==> src/rtl/fsc_pkg.sv <==
package fsc_pkg;
  typedef enum logic [1:0] {
    FK_GLOBAL = 2'd0,
    FK_SCOPED = 2'd1,
    FK_SET    = 2'd2,
    FK_GLOB2  = 2'd3
  } fence_kind_e;
endpackage

==> src/rtl/fsc_scope_stack.sv <==
module fsc_scope_stack #(
  parameter int DEPTH = 4,
  localparam int DW = $clog2(DEPTH + 1)
) (
  input  logic             clk,
  input  logic             rst,
  input  logic             push,
  input  logic             pop,
  output logic [DW-1:0]    depth,
  output logic             err,
  output logic [DEPTH-1:0] open_mask,
  output logic [DEPTH-1:0] top_sel
);
  logic [DW-1:0] depth_q;
  logic          err_q;

  always_ff @(posedge clk) begin
    if (rst) begin
      depth_q <= '0;
      err_q   <= 1'b0;
    end else if (push && !pop) begin
      if (depth_q == DW'(DEPTH)) err_q <= 1'b1;
      else depth_q <= depth_q + 1'b1;
    end else if (pop && !push) begin
      if (depth_q == '0) err_q <= 1'b1;
      else depth_q <= depth_q - 1'b1;
    end
  end

  for (genvar i = 0; i < DEPTH; i++) begin : g_lvl
    assign open_mask[i] = DW'(i) < depth_q;
    assign top_sel[i]   = depth_q == DW'(i + 1);
  end

  assign depth = depth_q;
  assign err   = err_q;

  AST_DEPTH_BOUND: assert property (@(posedge clk) disable iff (rst)
    depth_q <= DW'(DEPTH));
  AST_BOTH_HOLD: assert property (@(posedge clk) disable iff (rst)
    push && pop |=> $stable(depth_q));
  AST_FULL_PUSH: assert property (@(posedge clk) disable iff (rst)
    push && !pop && depth_q == DW'(DEPTH) |=> err_q && depth_q == DW'(DEPTH));
  AST_ERR_STICKY: assert property (@(posedge clk) disable iff (rst)
    err_q |=> err_q);
endmodule

==> src/rtl/fsc_tag_buf.sv <==
module fsc_tag_buf #(
  parameter int N       = 8,
  parameter int W       = 5,
  parameter bit HAS_CMP = 1'b1,
  localparam int AW = $clog2(N)
) (
  input  logic          clk,
  input  logic          rst,
  input  logic          alloc,
  input  logic [W-1:0]  alloc_tag,
  input  logic          cmp,
  input  logic [AW-1:0] cmp_idx,
  input  logic          free,
  input  logic          snap,
  input  logic [W-1:0]  chk_sel,
  input  logic          chk_all,
  output logic          hit,
  output logic          older_pend
);
  logic [N-1:0]  valid_q, done_q, older_q;
  logic [W-1:0]  tag_q [N];
  logic [AW-1:0] head_q, tail_q;
  logic [AW:0]   cnt_q;
  logic          free_ok, alloc_ok, cmp_ok;

  assign free_ok  = free && valid_q[head_q] && (!HAS_CMP || done_q[head_q]);
  assign alloc_ok = alloc && (cnt_q != (AW+1)'(N));
  assign cmp_ok   = HAS_CMP && cmp && valid_q[cmp_idx] && !done_q[cmp_idx];

  always_ff @(posedge clk) begin
    if (rst) begin
      valid_q <= '0;
      done_q  <= '0;
      older_q <= '0;
      head_q  <= '0;
      tail_q  <= '0;
      cnt_q   <= '0;
      for (int i = 0; i < N; i++) tag_q[i] <= '0;
    end else begin
      for (int i = 0; i < N; i++) begin
        if (snap) older_q[i] <= valid_q[i] && !(free_ok && head_q == AW'(i));
        if (free_ok && head_q == AW'(i)) begin
          valid_q[i] <= 1'b0;
          done_q[i]  <= 1'b0;
          older_q[i] <= 1'b0;
          tag_q[i]   <= '0;
        end else if (cmp_ok && cmp_idx == AW'(i)) begin
          done_q[i] <= 1'b1;
          tag_q[i]  <= '0;
        end
        if (alloc_ok && tail_q == AW'(i)) begin
          valid_q[i] <= 1'b1;
          done_q[i]  <= 1'b0;
          older_q[i] <= 1'b0;
          tag_q[i]   <= alloc_tag;
        end
      end
      if (free_ok)  head_q <= (head_q == AW'(N-1)) ? '0 : head_q + 1'b1;
      if (alloc_ok) tail_q <= (tail_q == AW'(N-1)) ? '0 : tail_q + 1'b1;
      cnt_q <= cnt_q + (AW+1)'(alloc_ok) - (AW+1)'(free_ok);
    end
  end

  always_comb begin
    hit        = 1'b0;
    older_pend = 1'b0;
    for (int i = 0; i < N; i++) begin
      if (older_q[i] && valid_q[i] && !done_q[i]) begin
        older_pend = 1'b1;
        if (chk_all || |(tag_q[i] & chk_sel)) hit = 1'b1;
      end
    end
  end

  AST_CNT_BOUND: assert property (@(posedge clk) disable iff (rst)
    cnt_q <= (AW+1)'(N));
  AST_FULL_IGNORE: assert property (@(posedge clk) disable iff (rst)
    cnt_q == (AW+1)'(N) && alloc && !free_ok |=> cnt_q == (AW+1)'(N));
  for (genvar i = 0; i < N; i++) begin : g_chk
    AST_OLDER_LIVE: assert property (@(posedge clk) disable iff (rst)
      older_q[i] |-> valid_q[i]);
  end
endmodule

==> src/rtl/fsc_fence_ctl.sv <==
module fsc_fence_ctl
  import fsc_pkg::*;
#(
  parameter int DEPTH = 4,
  localparam int W = DEPTH + 1
) (
  input  logic             clk,
  input  logic             rst,
  input  logic             dec,
  input  logic [1:0]       kind,
  input  logic             issue,
  input  logic [DEPTH-1:0] top_sel,
  input  logic             depth_zero,
  output logic             pend,
  output logic             glob,
  output logic [W-1:0]     sel
);
  always_ff @(posedge clk) begin
    if (rst) begin
      pend <= 1'b0;
      glob <= 1'b0;
      sel  <= '0;
    end else if (dec) begin
      pend <= 1'b1;
      case (fence_kind_e'(kind))
        FK_SCOPED: begin
          glob <= depth_zero;
          sel  <= depth_zero ? '0 : {1'b0, top_sel};
        end
        FK_SET: begin
          glob <= 1'b0;
          sel  <= {1'b1, {DEPTH{1'b0}}};
        end
        default: begin
          glob <= 1'b1;
          sel  <= '0;
        end
      endcase
    end else if (issue) begin
      pend <= 1'b0;
    end
  end

  AST_SEL_ONEHOT: assert property (@(posedge clk) disable iff (rst)
    pend |-> $onehot0(sel));
  AST_DEC_PEND: assert property (@(posedge clk) disable iff (rst)
    dec |=> pend);
endmodule

==> src/rtl/scoped_fence_tracker.sv <==
module scoped_fence_tracker #(
  parameter int DEPTH = 4,
  parameter int ROB_N = 8,
  parameter int SB_N  = 8,
  localparam int W   = DEPTH + 1,
  localparam int RAW = $clog2(ROB_N),
  localparam int SAW = $clog2(SB_N),
  localparam int DW  = $clog2(DEPTH + 1)
) (
  input  logic           clk,
  input  logic           rst,
  input  logic           scope_start,
  input  logic           scope_end,
  input  logic           rob_alloc,
  input  logic           rob_alloc_set,
  input  logic           rob_cmp,
  input  logic [RAW-1:0] rob_cmp_idx,
  input  logic           rob_retire,
  input  logic           sb_alloc,
  input  logic           sb_alloc_set,
  input  logic           sb_drain,
  input  logic           fence_dec,
  input  logic [1:0]     fence_kind,
  input  logic           fence_issue,
  output logic           fence_ready,
  output logic [DW-1:0]  scope_depth,
  output logic           scope_err
);
  logic [DEPTH-1:0] open_mask, top_sel;
  logic             pend, glob;
  logic [W-1:0]     sel, rob_tag, sb_tag;
  logic             rob_hit, sb_hit, rob_opend, sb_opend;

  fsc_scope_stack #(.DEPTH(DEPTH)) u_stack (
    .clk(clk), .rst(rst), .push(scope_start), .pop(scope_end),
    .depth(scope_depth), .err(scope_err),
    .open_mask(open_mask), .top_sel(top_sel)
  );

  assign rob_tag = {rob_alloc_set, open_mask};
  assign sb_tag  = {sb_alloc_set, open_mask};

  fsc_fence_ctl #(.DEPTH(DEPTH)) u_fence (
    .clk(clk), .rst(rst), .dec(fence_dec), .kind(fence_kind),
    .issue(fence_issue), .top_sel(top_sel),
    .depth_zero(scope_depth == '0),
    .pend(pend), .glob(glob), .sel(sel)
  );

  fsc_tag_buf #(.N(ROB_N), .W(W), .HAS_CMP(1'b1)) u_rob (
    .clk(clk), .rst(rst), .alloc(rob_alloc), .alloc_tag(rob_tag),
    .cmp(rob_cmp), .cmp_idx(rob_cmp_idx), .free(rob_retire),
    .snap(fence_dec), .chk_sel(sel), .chk_all(glob),
    .hit(rob_hit), .older_pend(rob_opend)
  );

  fsc_tag_buf #(.N(SB_N), .W(W), .HAS_CMP(1'b0)) u_sb (
    .clk(clk), .rst(rst), .alloc(sb_alloc), .alloc_tag(sb_tag),
    .cmp(1'b0), .cmp_idx({SAW{1'b0}}), .free(sb_drain),
    .snap(fence_dec), .chk_sel(sel), .chk_all(glob),
    .hit(sb_hit), .older_pend(sb_opend)
  );

  assign fence_ready = pend && !rob_hit && !sb_hit;

  AST_GLOBAL_DRAINED: assert property (@(posedge clk) disable iff (rst)
    fence_ready && glob |-> !rob_opend && !sb_opend);
  AST_ISSUE_CLEARS: assert property (@(posedge clk) disable iff (rst)
    fence_issue && !fence_dec |=> !fence_ready);
endmodule

==> config.mk <==
export PLATFORM = sky130hd
export DESIGN_NAME = scoped_fence_tracker
export DESIGN_NICKNAME = d
export VERILOG_FILES = /design/src/rtl/fsc_pkg.sv /design/src/rtl/fsc_scope_stack.sv /design/src/rtl/fsc_tag_buf.sv /design/src/rtl/fsc_fence_ctl.sv /design/src/rtl/scoped_fence_tracker.sv
export SDC_FILE = /design/constraint.sdc
export NUM_CORES = 1
export LEC_CHECK = 0
export ABC_AREA = 1
export ABC_CLOCK_PERIOD_IN_PS = 2280
export BUFFER_PORTS_ARGS = -buffer_cell sky130_fd_sc_hd__clkbuf_2
export CORE_UTILIZATION = 56
export CTS_CLUSTER_SIZE = 40
export DETAILED_ROUTE_END_ITERATION = 6
export GPL_ROUTABILITY_DRIVEN = 1
export PLACE_DENSITY = 0.76
export SKIP_LAST_GASP = 1
export SLEW_MARGIN = 10
export SYNTH_ARGS = -nofsm -noshare
export SYNTH_HDL_FRONTEND = slang
export SYNTH_SLANG_ARGS = --single-unit
==> constraint.sdc <==
create_clock -name clk -period 2.28 [get_ports clk]
set_input_delay 0.228 -clock clk [delete_from_list [all_inputs] [get_ports clk]]
set_output_delay 0.228 -clock clk [all_outputs]
set_load 0.02 [all_outputs]
==> impl_results.md, run 1 <==
- Flops & latches, synth: 151
- Warnings from Yosys: 0
- Worst Reg-to-Reg Cells: 14
- LEAKAGE: 3.85 nW
- CP max stage delay: 400 ps
- HPWL after DPL: 12.5 mm
- Worst path required time: 2580 ps
- Worst hold path class: in -> reg
- Antenna violations before repair: 0
- Status: completed
- Final cell utilization of the core: 0.659
- Pin count of the biggest net entering global routing: approximately 60
- Total Nets Final: 1032
- Fin. Hold Viols: 0
- Vias per cell: 5.54
- Clock-pin slew on the worst setup and hold paths: 60 ps
- Max-cap violations: 0
- FF-to-FF Start: u_rob.head_q[0]$_SDFFE_PP0P_
- GR Overflow Total: 0
- Hold Path End: u_fence.pend$_SDFFE_PP0P_
- Top cell type's share of synthesized area: 0.311
- Fin. max-slew vios: 0
- Post-synth EDFFs: 80
- Clk_skew: between 5 and 6 ps
- Relative slew slack: 0.504
- Tcrit/Tclk final: 0.980
- N_diodes: 0
- Final setup viols: 0
- Max Fanout on Critical Path: 6
- CTS H-tree lvls: 4
- Gr usage total: 0.270
- Min cycle time layout: 2240 ps
- Post-synthesis cell count: a little over 900
- Synth Flop Type: edfxtp_1
- Sequential share of the synthesized area: 0.496
- Core ar.: 13300 µm²
- I/O pin count: 23
- Synth area leaders: edfxtp_1, dfxtp_1, nand2_1
- Chip height: 119 µm
- DIE WIDTH: 119 µm
- Crit. End Element: register
- Setup ws final: 44.6 ps
- PortBufs: 22
- Fmax achieved: 0.447 GHz
- Post-DRT Antenna Nets: 0
- Least-Margin Pin Slew: 743 ps
- DR pass1 iterations: 6
- Power per cell area: 860 nW/µm²
- Startpoint Class: register
- Dominant cell type by area after synthesis: edfxtp_1
- Pre-CTS setup slack: just under 7 ps
- Number of global-route vias before repair: between 5k and 6k
- Post-Syn Nets: approximately 1000
- Most instantiated cells after synthesis: nand2_1, nor2_1, inv_1
- Hold path depth: 4
- Routability cong.: about 0.95
- Via count: around 6.4k
- Row count: 42
- Hold bufs inserted after CTS: 0
- Hold_sp: fence_issue
- Area grow syn2layout: 14.0%
- Max stage delay cell, worst path: fa_1
- Worst vdd ir: 0.571 mV
- Synth async-reset ratio: 0
- Die Area: 14200 µm²
- Netlist cell types: 38
- Post-Syn Area: 7710 µm²
- Initial DRC Count: 529
- Critical path data arrival time: 2540 ps
- TritonCTS Buffers: 17
- CTS tree: built
- Top-count cell post-synth: nand2_1
- Share of layout cells above drive strength 1: 0.130
- CP cell instances: buf_4 > nand3_1 > nand3_1 > nand2_1 > nand2_4 > nand2_4 > inv_4 > ha_4 > inv_1 > ha_1 > inv_1 > fa_1 > xor2_1 > nor2_1
- DRC violations left: 0
- First-pass GRT wire length: about 30 mm
- Sink Count: about 150
- Post-Route WL: 18.3 mm
- Post-detailed-route wirelength per cell: 15.8 µm
- Post-Syn Area per Cell: 8.25 µm²
- CTS Buffer Depth: 2
- Worst reg2reg path endpoint: u_rob.cnt_q[2]$_SDFF_PP0_
- Pwr Total: 0.00756 W
- Setup slack, reg-to-reg: 40 ps
- Initial Util: 0.578
- CTS root buffer: clkbuf_16
- Crit Path Category: reg -> reg
- Worst-skew pair later-pin latency: 430 ps
through the flow:
step / TNS, ps / hold WS, ps / cell area, µm² / std cells
finish: 0 / 52.3 / 8790 / 1159
global route: -100 / 92.2 / 8790 / 1159
CTS: -20.5 / 43.6 / 8680 / 1155
detailed placement: 0 / 457 / 8090 / 1123
global placement: 0 / 451 / 8090 / 1123
floorplan: 0 / 387 / 7710 / 935
how the worst max path moves through the flow:
stage                                       startpoint                   endpoint  slack [ps]  cells after the start
final                     u_rob.head_q[0]$_SDFFE_PP0P_  u_rob.cnt_q[2]$_SDFF_PP0_          40                     14
after CTS                  u_fence.sel[1]$_SDFFE_PP0P_                fence_ready         -20                      9
after floorplan            u_sb.head_q[0]$_SDFFE_PP0P_   u_sb.cnt_q[2]$_SDFF_PP0_           5                     15
after detailed placement  u_rob.head_q[0]$_SDFFE_PP0P_  u_rob.cnt_q[2]$_SDFF_PP0_           7                     16
after global placement     u_sb.head_q[0]$_SDFFE_PP0P_   u_sb.cnt_q[2]$_SDFF_PP0_          70                     14
after global routing      u_rob.head_q[0]$_SDFFE_PP0P_  u_rob.cnt_q[2]$_SDFF_PP0_         -70                     14
kinds of logic after synthesis:
| logic type | Yosys count | share of synthesized area |
|---|---|---|
| AOI/OAI and AO/OA | 102 | 0.0719 |
| and+or+nand+nor | 495 | 0.281 |
| xor gates and xnor gates | 3 | 0.00341 |
| adders and majority gates | 44 | 0.0733 |
| DFF | 151 | 0.496 |
| buffers and inverters | 140 | 0.0743 |
placed cells by master, fill, tap and decap left out, types with 17 or more instances in the layout:
cell / n
nor2_1: 138
edfxtp_1: 80
nand3_1: 83
o21ai_0: 20
dfxtp_1: 61
clkbuf_2: 21
inv_1: 91
a21oi_1: 51
nand2_1: 201
ha_1: 41
clkbuf_16: 17
buf_4: 31
nand4_1: 41
worst max-delay path, delay by kind of cell (launching register included):
family	cells	cell delay, ps
flip-flops	1	370
XOR/XNOR	1	180
buffers and inverters	4	320
AND/OR/NAND/NOR	6	480
adder cells (fa/ha/maj)	3	760
state kept, by name (all words and copies together), names as in the netlist, 4 cells and up:
signal and cells:
u_fence.sel 5, u_rob.cnt_q 4, u_rob.done_q 8, u_rob.older_q 8
u_rob.tag_q 40, u_rob.valid_q 8, u_sb.cnt_q 4, u_sb.older_q 8
u_sb.tag_q 40, u_sb.valid_q 8
final cells by class:
cell class	instances	area (µm²)
Timing Repair Buffer	55	393
Tap cell	176	220
Sequential cell	151	3840
Clock buffer	21	450
Inverter	101	389
Multi-Input combinational cell	644	3360
Fill cell	1123	4560
Clock inverter	11	131
routing by layer:
layer  wire, µm  global-route usage
met1       7570               0.351
met5          0                   0
met4        445               0.110
met3       1580              0.0670
met2       8720               0.432
power by group:
group          switching, W  internal (W)  total [W]  leakage [nW]
sequential         0.000154       0.00315    0.00331          1.42
combinational      0.000942      0.000501    0.00144          2.14
clock               0.00108       0.00173    0.00281         0.288
total               0.00217       0.00539    0.00756          3.85
timing repair:
item | CTS | global route
buffers inserted | 0 | 4
resized for setup | 7 | 34
endpoints found under the setup margin | 2 | 7
pin swaps | 0 | 4
Note: power is estimated with default switching activity, not from simulation.
==> run 2: changes to the inputs <==
Settings changed: CELL_PAD_IN_SITES_DETAIL_PLACEMENT set to 0, CELL_PAD_IN_SITES_GLOBAL_PLACEMENT set to 1, CORE_UTILIZATION 56 to 43, PLACE_DENSITY 0.76 to unset, PLACE_DENSITY_LB_ADDON set to 0.1.
==> impl_results.md, run 2 (synthesis results as in run 1) <==
- RSZ-0062 raised after global routing: true
- Pin count of the biggest net entering global routing: 59 (unchanged)
- Gr usage total: 0.235 (-0.0355)
- Post-Route WL: 20.2 mm (+10%)
- Hold_sp: fence_issue
- Relative slew slack: 0.577 (+0.0731)
- Crit. End Element: output pin
- Crit Path Category: reg -> out
- Critical path data arrival time: 1960 ps (-580 ps)
- Via count: 6414 (-0.16%)
- Row count: 48 (+14%)
- LEAKAGE: 3.89 nW (+1.0%)
- Initial DRC Count: 485 (-8.3%)
- Status: completed
- Sink Count: 151 (unchanged)
- Area grow syn2layout: 16.0%
- CTS Buffer Depth: 2 (unchanged)
- Antenna violations before repair: 0 (unchanged)
- Min cycle time layout: 2180 ps (-51.8 ps)
- Hold path depth: 4 (unchanged)
- DR pass1 iterations: 6 (unchanged)
- First-pass GRT wire length: 32.4 mm (+9.8%)
- Design area: 8940 µm² (+1.7%)
- Non-Filler Instances: 1212 (+4.6%)
- Commonest non-fill, non-tap cell in the layout: nand2_1
- Dpl cell area: 8240 µm² (+1.8%)
- Placed cells: 1177 (+4.8%)
- HPWL after DPL: 14.2 mm (+13%)
- Fin. max-slew vios: 0 (unchanged)
- Least-Margin Pin Slew: 634 ps (-110 ps)
- Setup crit start: u_fence.sel[1]$_SDFFE_PP0P_
- Worst-skew pair later-pin latency: 420 ps (about the same)
- Largest regs: u_rob.tag_q: 40 flops, u_sb.tag_q: 40 flops
- FF-to-FF Start: u_sb.head_q[0]$_SDFFE_PP0P_
- DRC violations left: 0 (unchanged)
- Number of global-route vias before repair: 6240 (+5.3%)
- Clock-pin slew on the worst setup and hold paths: 60 ps (about the same)
- Tcrit/Tclk final: 0.958 (-0.0227)
- Power per cell area: 860 nW/µm² (about the same)
- Chip height: 136 µm (+14%)
- CTS tree: built
- Startpoint Class: register
- Fin. Hold Viols: 0 (unchanged)
- Max-cap violations: 0 (unchanged)
- Routability cong.: 0.848 (-11%)
- Worst Reg-to-Reg Cells: 14 (unchanged)
- Clk_skew: 8.26 ps (+2.42 ps)
- Post-DRT Antenna Nets: 0 (unchanged)
- CTS root buffer: clkbuf_16
- PortBufs: 22 (unchanged)
- CTS H-tree lvls: 4 (unchanged)
- N_diodes: 0 (unchanged)
- Vias per cell: 5.29 (-4.5%)
- Highest-count cells in the layout ignoring fill and taps: nand2_1, nor2_1, inv_1
- Core ar.: 17400 µm² (+30%)
- Total Nets Final: 1036 (+0.39%)
- Die Area: 18500 µm² (+30%)
- Fmax achieved: 0.458 GHz (+2.4%)
- GR Overflow Total: 0 (unchanged)
- Worst vdd ir: 0.570 mV (-0.17%)
- Post-detailed-route wirelength per cell: 16.6 µm (+5.2%)
- Share of layout cells above drive strength 1: 0.136 (+0.00555)
- Worst hold path class: in -> reg
- Max Fanout on Critical Path: 14 (+8)
- TritonCTS Buffers: 17 (unchanged)
- Worst path required time: 2050 ps (-530 ps)
- DIE WIDTH: 136 µm (+14%)
- Final setup viols: 0 (unchanged)
- I/O pin count: 23 (unchanged)
- Initial Util: 0.443 (-0.135)
[run 2: cell type report]
type	count	area, µm²
Fill cell	1673	8470
Sequential cell	151	3840
Multi-Input combinational cell	644	3360
Clock buffer	23	488
Timing Repair Buffer	59	469
Inverter	101	384
Tap cell	225	282
Clock inverter	9	120
[run 2: worst max-delay path, cell delays in order (launching register included)]
cell and delay, ps:
dfxtp_1 380, buf_12 180, nand2_1 70, nand3_1 80
o21ai_1 210, o21ai_0 140, nor2_1 120, nand3_1 90
nor2_2 110, buf_4 150
[run 2: stage by stage]
step | total power [W] | hold slack, ps | setup slack (ps) | setup TNS (ps) | util
5_1_grt | 0.00806 | 52.2 | -15.6 | -41.4 | 0.514
3_5_place_dp | 0.00476 | 464 | -64.9 | -64.9 | 0.473
6_report | 0.00769 | 51.4 | 96.3 | 0 | 0.514
2_1_floorplan | 0.00430 | 387 | 5.25 | 0 | -
3_3_place_gp | 0.00470 | 453 | 41.4 | 0 | 0.473
4_1_cts | 0.00769 | 38.2 | -63.1 | -63.1 | 0.509
[run 2: what timing repair did]
item                       4_1_cts  5_1_grt
resized for setup                4       31
setup endpoints to repair        4        7
hold buffers                     0        0
buffers inserted                 0        3
pin swaps                        0       11
[run 2: path summary, 6_finish.rpt]
path                            slack [ps]                   endpoint
worst max-delay path                   100                fence_ready
worst max register to register         110   u_sb.cnt_q[2]$_SDFF_PP0_
worst min-delay path                    50  u_fence.pend$_SDFFE_PP0P_
worst min register to register         470  u_fence.pend$_SDFFE_PP0P_
[run 2: power by group]
part | total [W] | internal (W) | switching, W
Combinational | 0.00146 | 0.000500 | 0.000961
Sequential | 0.00332 | 0.00316 | 0.000162
Clock | 0.00291 | 0.00183 | 0.00108
[run 2: per-layer routing]
metal  GRT usage  vias to the layer above  wire, µm
met5           0                        -         0
met4      0.0728                        0       278
met3      0.0507                       21      1410
met2       0.377                      176      9480
met1       0.315                     3031      8980
li1            -                     3186         -
==> run 3: changes to the inputs <==
Settings changed: ABC_AREA 1 to unset, ABC_CLOCK_PERIOD_IN_PS 2280 to 2630, CORE_UTILIZATION 43 to 53.
Clock period 2.28 ns to 2.63 ns, I/O delays scaled along.
==> impl_results.md, run 3 <==
- Relative slew slack: 0.651 (+0.0739)
- Worst hold path class: in -> reg
- Chip height: 118 µm (-13%)
- CTS tree: built
- PortBufs: 22 (unchanged)
- Pin count of the biggest net entering global routing: 37 (-37%)
- Post-synthesis cell count: 701 (-25%)
- Critical path data arrival time: 2860 ps (+900 ps)
- Post-Syn Nets: 763 (-23%)
- Startpoint Class: register
- TritonCTS Buffers: 17 (unchanged)
- Max Fanout on Critical Path: 3 (-11)
- Non-Filler Instances: 927 (-24%)
- Initial DRC Count: 394 (-19%)
- Tcrit/Tclk final: 0.965
- Netlist cell types: 50 (+32%)
- First-pass GRT wire length: 28.1 mm (-13%)
- Fin. max-slew vios: 0 (unchanged)
- Dominant cell type by area after synthesis: edfxtp_1
- LEAKAGE: 3.27 nW (-16%)
- Warnings from Yosys: 0 (unchanged)
- Via count: 5352 (-17%)
- Total Nets Final: 800 (-23%)
- Top-count cell post-synth: nor2_1
- Worst-skew pair later-pin latency: 430 ps (about the same)
- Post-synth EDFFs: 80 (unchanged)
- Crit. End Element: register
- Post-Syn Area: 7150 µm² (-7.3%)
- RSZ-0062 raised after global routing: true
- Top cell type's share of synthesized area: 0.336 (+0.0247)
- Vias per cell: 5.77 (+9.1%)
- Filler Cell Count: 1110 (-34%)
- CTS H-tree lvls: 4 (unchanged)
- Min cycle time layout: 2540 ps
- DIE WIDTH: 118 µm (-13%)
- Pwr Total: 0.00697 W (-9.3%)
- CP max stage delay: 550 ps (+170 ps)
- DRC violations left: 0 (unchanged)
- Commonest non-fill, non-tap cell in the layout: nor2_1
- FF+latch area: 3840 µm² (about the same)
- Die Area: 14000 µm² (-24%)
- Max stage delay cell, worst path: fa_2
- Initial Util: 0.542 (+0.0989)
- Crit Path Category: reg -> reg
- CTS Buffer Depth: 2 (unchanged)
- Worst path required time: 2950 ps (+900 ps)
- Post-detailed-route wirelength per cell: 18.9 µm (+14%)
- Power per cell area: 846 nW/µm² (-1.6%)
- Most instantiated cells after synthesis: nor2_1, edfxtp_1, dfxtp_1
- Sequential share of the synthesized area: 0.535 (+0.0393)
- DR WL met3: 813 µm (-43%)
- Synth area leaders: edfxtp_1, dfxtp_1, ha_1
- Least-Margin Pin Slew: 523 ps (-111 ps)
- Multi-input gate area: 3060 µm² (-8.9%)
- Post-DRT Antenna Nets: 0 (unchanged)
- Antenna violations before repair: 0 (unchanged)
- Flops & latches, synth: 151 (unchanged)
- Worst vdd ir: 0.595 mV (+4.3%)
- Area grow syn2layout: 15.4%
- Sink Count: 151 (unchanged)
- N_diodes: 0 (unchanged)
- CTS root buffer: clkbuf_16
- WL met1: 8.09 mm (-9.9%)
- Top Layer Used: met4
- Status: completed
- I/O pin count: 23 (unchanged)
- Gr usage total: 0.266 (+0.0314)
- HPWL after DPL: 12.3 mm (-13%)
- DR pass1 iterations: 4 (-2)
- Hold bufs inserted after CTS: 0 (unchanged)
- Routability cong.: 0.878 (+3.6%)
- GR Overflow Total: 0 (unchanged)
- Placed cells: 894 (-24%)
- Row count: 42 (-13%)
- Synth Flop Type: edfxtp_1
- Fin. Hold Viols: 0 (unchanged)
- Metal2 WL: 8.29 mm (-13%)
- Post-Route WL: 17.5 mm (-13%)
- Fmax achieved: 0.394 GHz
- Highest-count cells in the layout ignoring fill and taps: nor2_1, edfxtp_1, dfxtp_1
- Share of layout cells above drive strength 1: 0.148 (+0.0120)
- Max-cap violations: 0 (unchanged)
- Synth async-reset ratio: 0 (unchanged)
- Core ar.: 13200 µm² (-24%)
- Final cell utilization of the core: 0.625 (+0.111)
- Post-Syn Area per Cell: 10.2 µm² (+24%)
- CP cell instances: mux4_2 > mux2_4 > and2_4 > ha_4 > inv_1 > ha_2 > inv_2 > fa_2 > nor2_1
- Number of global-route vias before repair: 5314 (-15%)
- Largest regs: u_rob.tag_q: 40 flops, u_sb.tag_q: 40 flops
- Clk_skew: 7.63 ps (-0.632 ps)
- Final setup viols: 0 (unchanged)
- Clock-pin slew on the worst setup and hold paths: 60 ps (about the same)
## run 3: cell count changes after synthesis, sizes merged, moves of 7 or more
cell,delta
nor2,-11
a211o,+7
mux2i,+18
clkbuf,+13
a21bo,+9
a22oi,+33
o21ai,-27
nand3,-55
o211ai,-9
inv,-56
nand4,-30
nand2,-156
buf,-20
## run 3: layout make-up
| type | count | share of cell area |
|---|---|---|
| Tap cell | 176 | 0.0267 |
| Clock buffer | 19 | 0.0537 |
| Timing Repair Buffer | 50 | 0.0404 |
| Inverter | 45 | 0.0205 |
| Sequential cell | 151 | 0.466 |
| Clock inverter | 13 | 0.0217 |
| Multi-Input combinational cell | 473 | 0.371 |
## run 3: final timing paths
kind | start | end | slack (ps) | cells after the start
worst min register to register | u_sb.valid_q[7]$_SDFFE_PP0P_ | u_sb.valid_q[7]$_SDFFE_PP0P_ | 480 | 2
worst min-delay path | fence_issue | u_fence.pend$_SDFFE_PP0P_ | 100 | 3
worst max register to register | u_sb.head_q[1]$_SDFFE_PP0P_ | u_sb.cnt_q[1]$_SDFF_PP0_ | 90 | 9
worst max-delay path | u_sb.head_q[1]$_SDFFE_PP0P_ | u_sb.cnt_q[1]$_SDFF_PP0_ | 90 | 9
## run 3: cells by family (layout without fill, tap and decap cells)
logic type / count (synthesis) / in the layout / synth area share
simple gates: 259 / 259 / 0.159
flops: 151 / 151 / 0.535
compound gates: 138 / 138 / 0.134
buf+inv: 77 / 127 / 0.0420
fa+ha+maj: 44 / 44 / 0.0791
mux: 24 / 24 / 0.0410
xor+xnor: 8 / 8 / 0.00980
## run 3: routing by layer
layer | track usage | vias up
met2 | 0.422 | 130
met3 | 0.0538 | 30
met1 | 0.362 | 2615
met5 | 0 | -
li1 | - | 2577
met4 | 0.0954 | 0
## run 3: power by group
part	switching (W)	internal, W	leakage (nW)	total, W
Clock	0.000952	0.00160	0.295	0.00256
Sequential	0.000181	0.00273	1.41	0.00291
Combinational	0.000994	0.000514	1.56	0.00151
## run 3: worst max-delay path: cells and delay by family (launching register included)
family,cells,cell delay (ps)
fa+ha+maj,3,940
mux,2,830
flops,1,370
simple gates,2,190
buf+inv,2,90
## run 3: through the flow
stage                     TNS (ps)  cell area (µm²)  setup slack (ps)  hold slack (ps)
after floorplan                  0             7150              3.41              428
after global placement           0             7570              48.3              458
after detailed placement     -12.8             7570             -12.8              474
after CTS                    -6.17             8200             -6.17             89.2
after global routing         -19.7             8240             -19.7              117
final                            0             8240              92.0             98.5
## run 3: what timing repair did
action | CTS | global route
gates resized for setup | 2 | 14
buffers inserted | 0 | 1
endpoints found under the setup margin | 2 | 6
pin swaps | 0 | 4
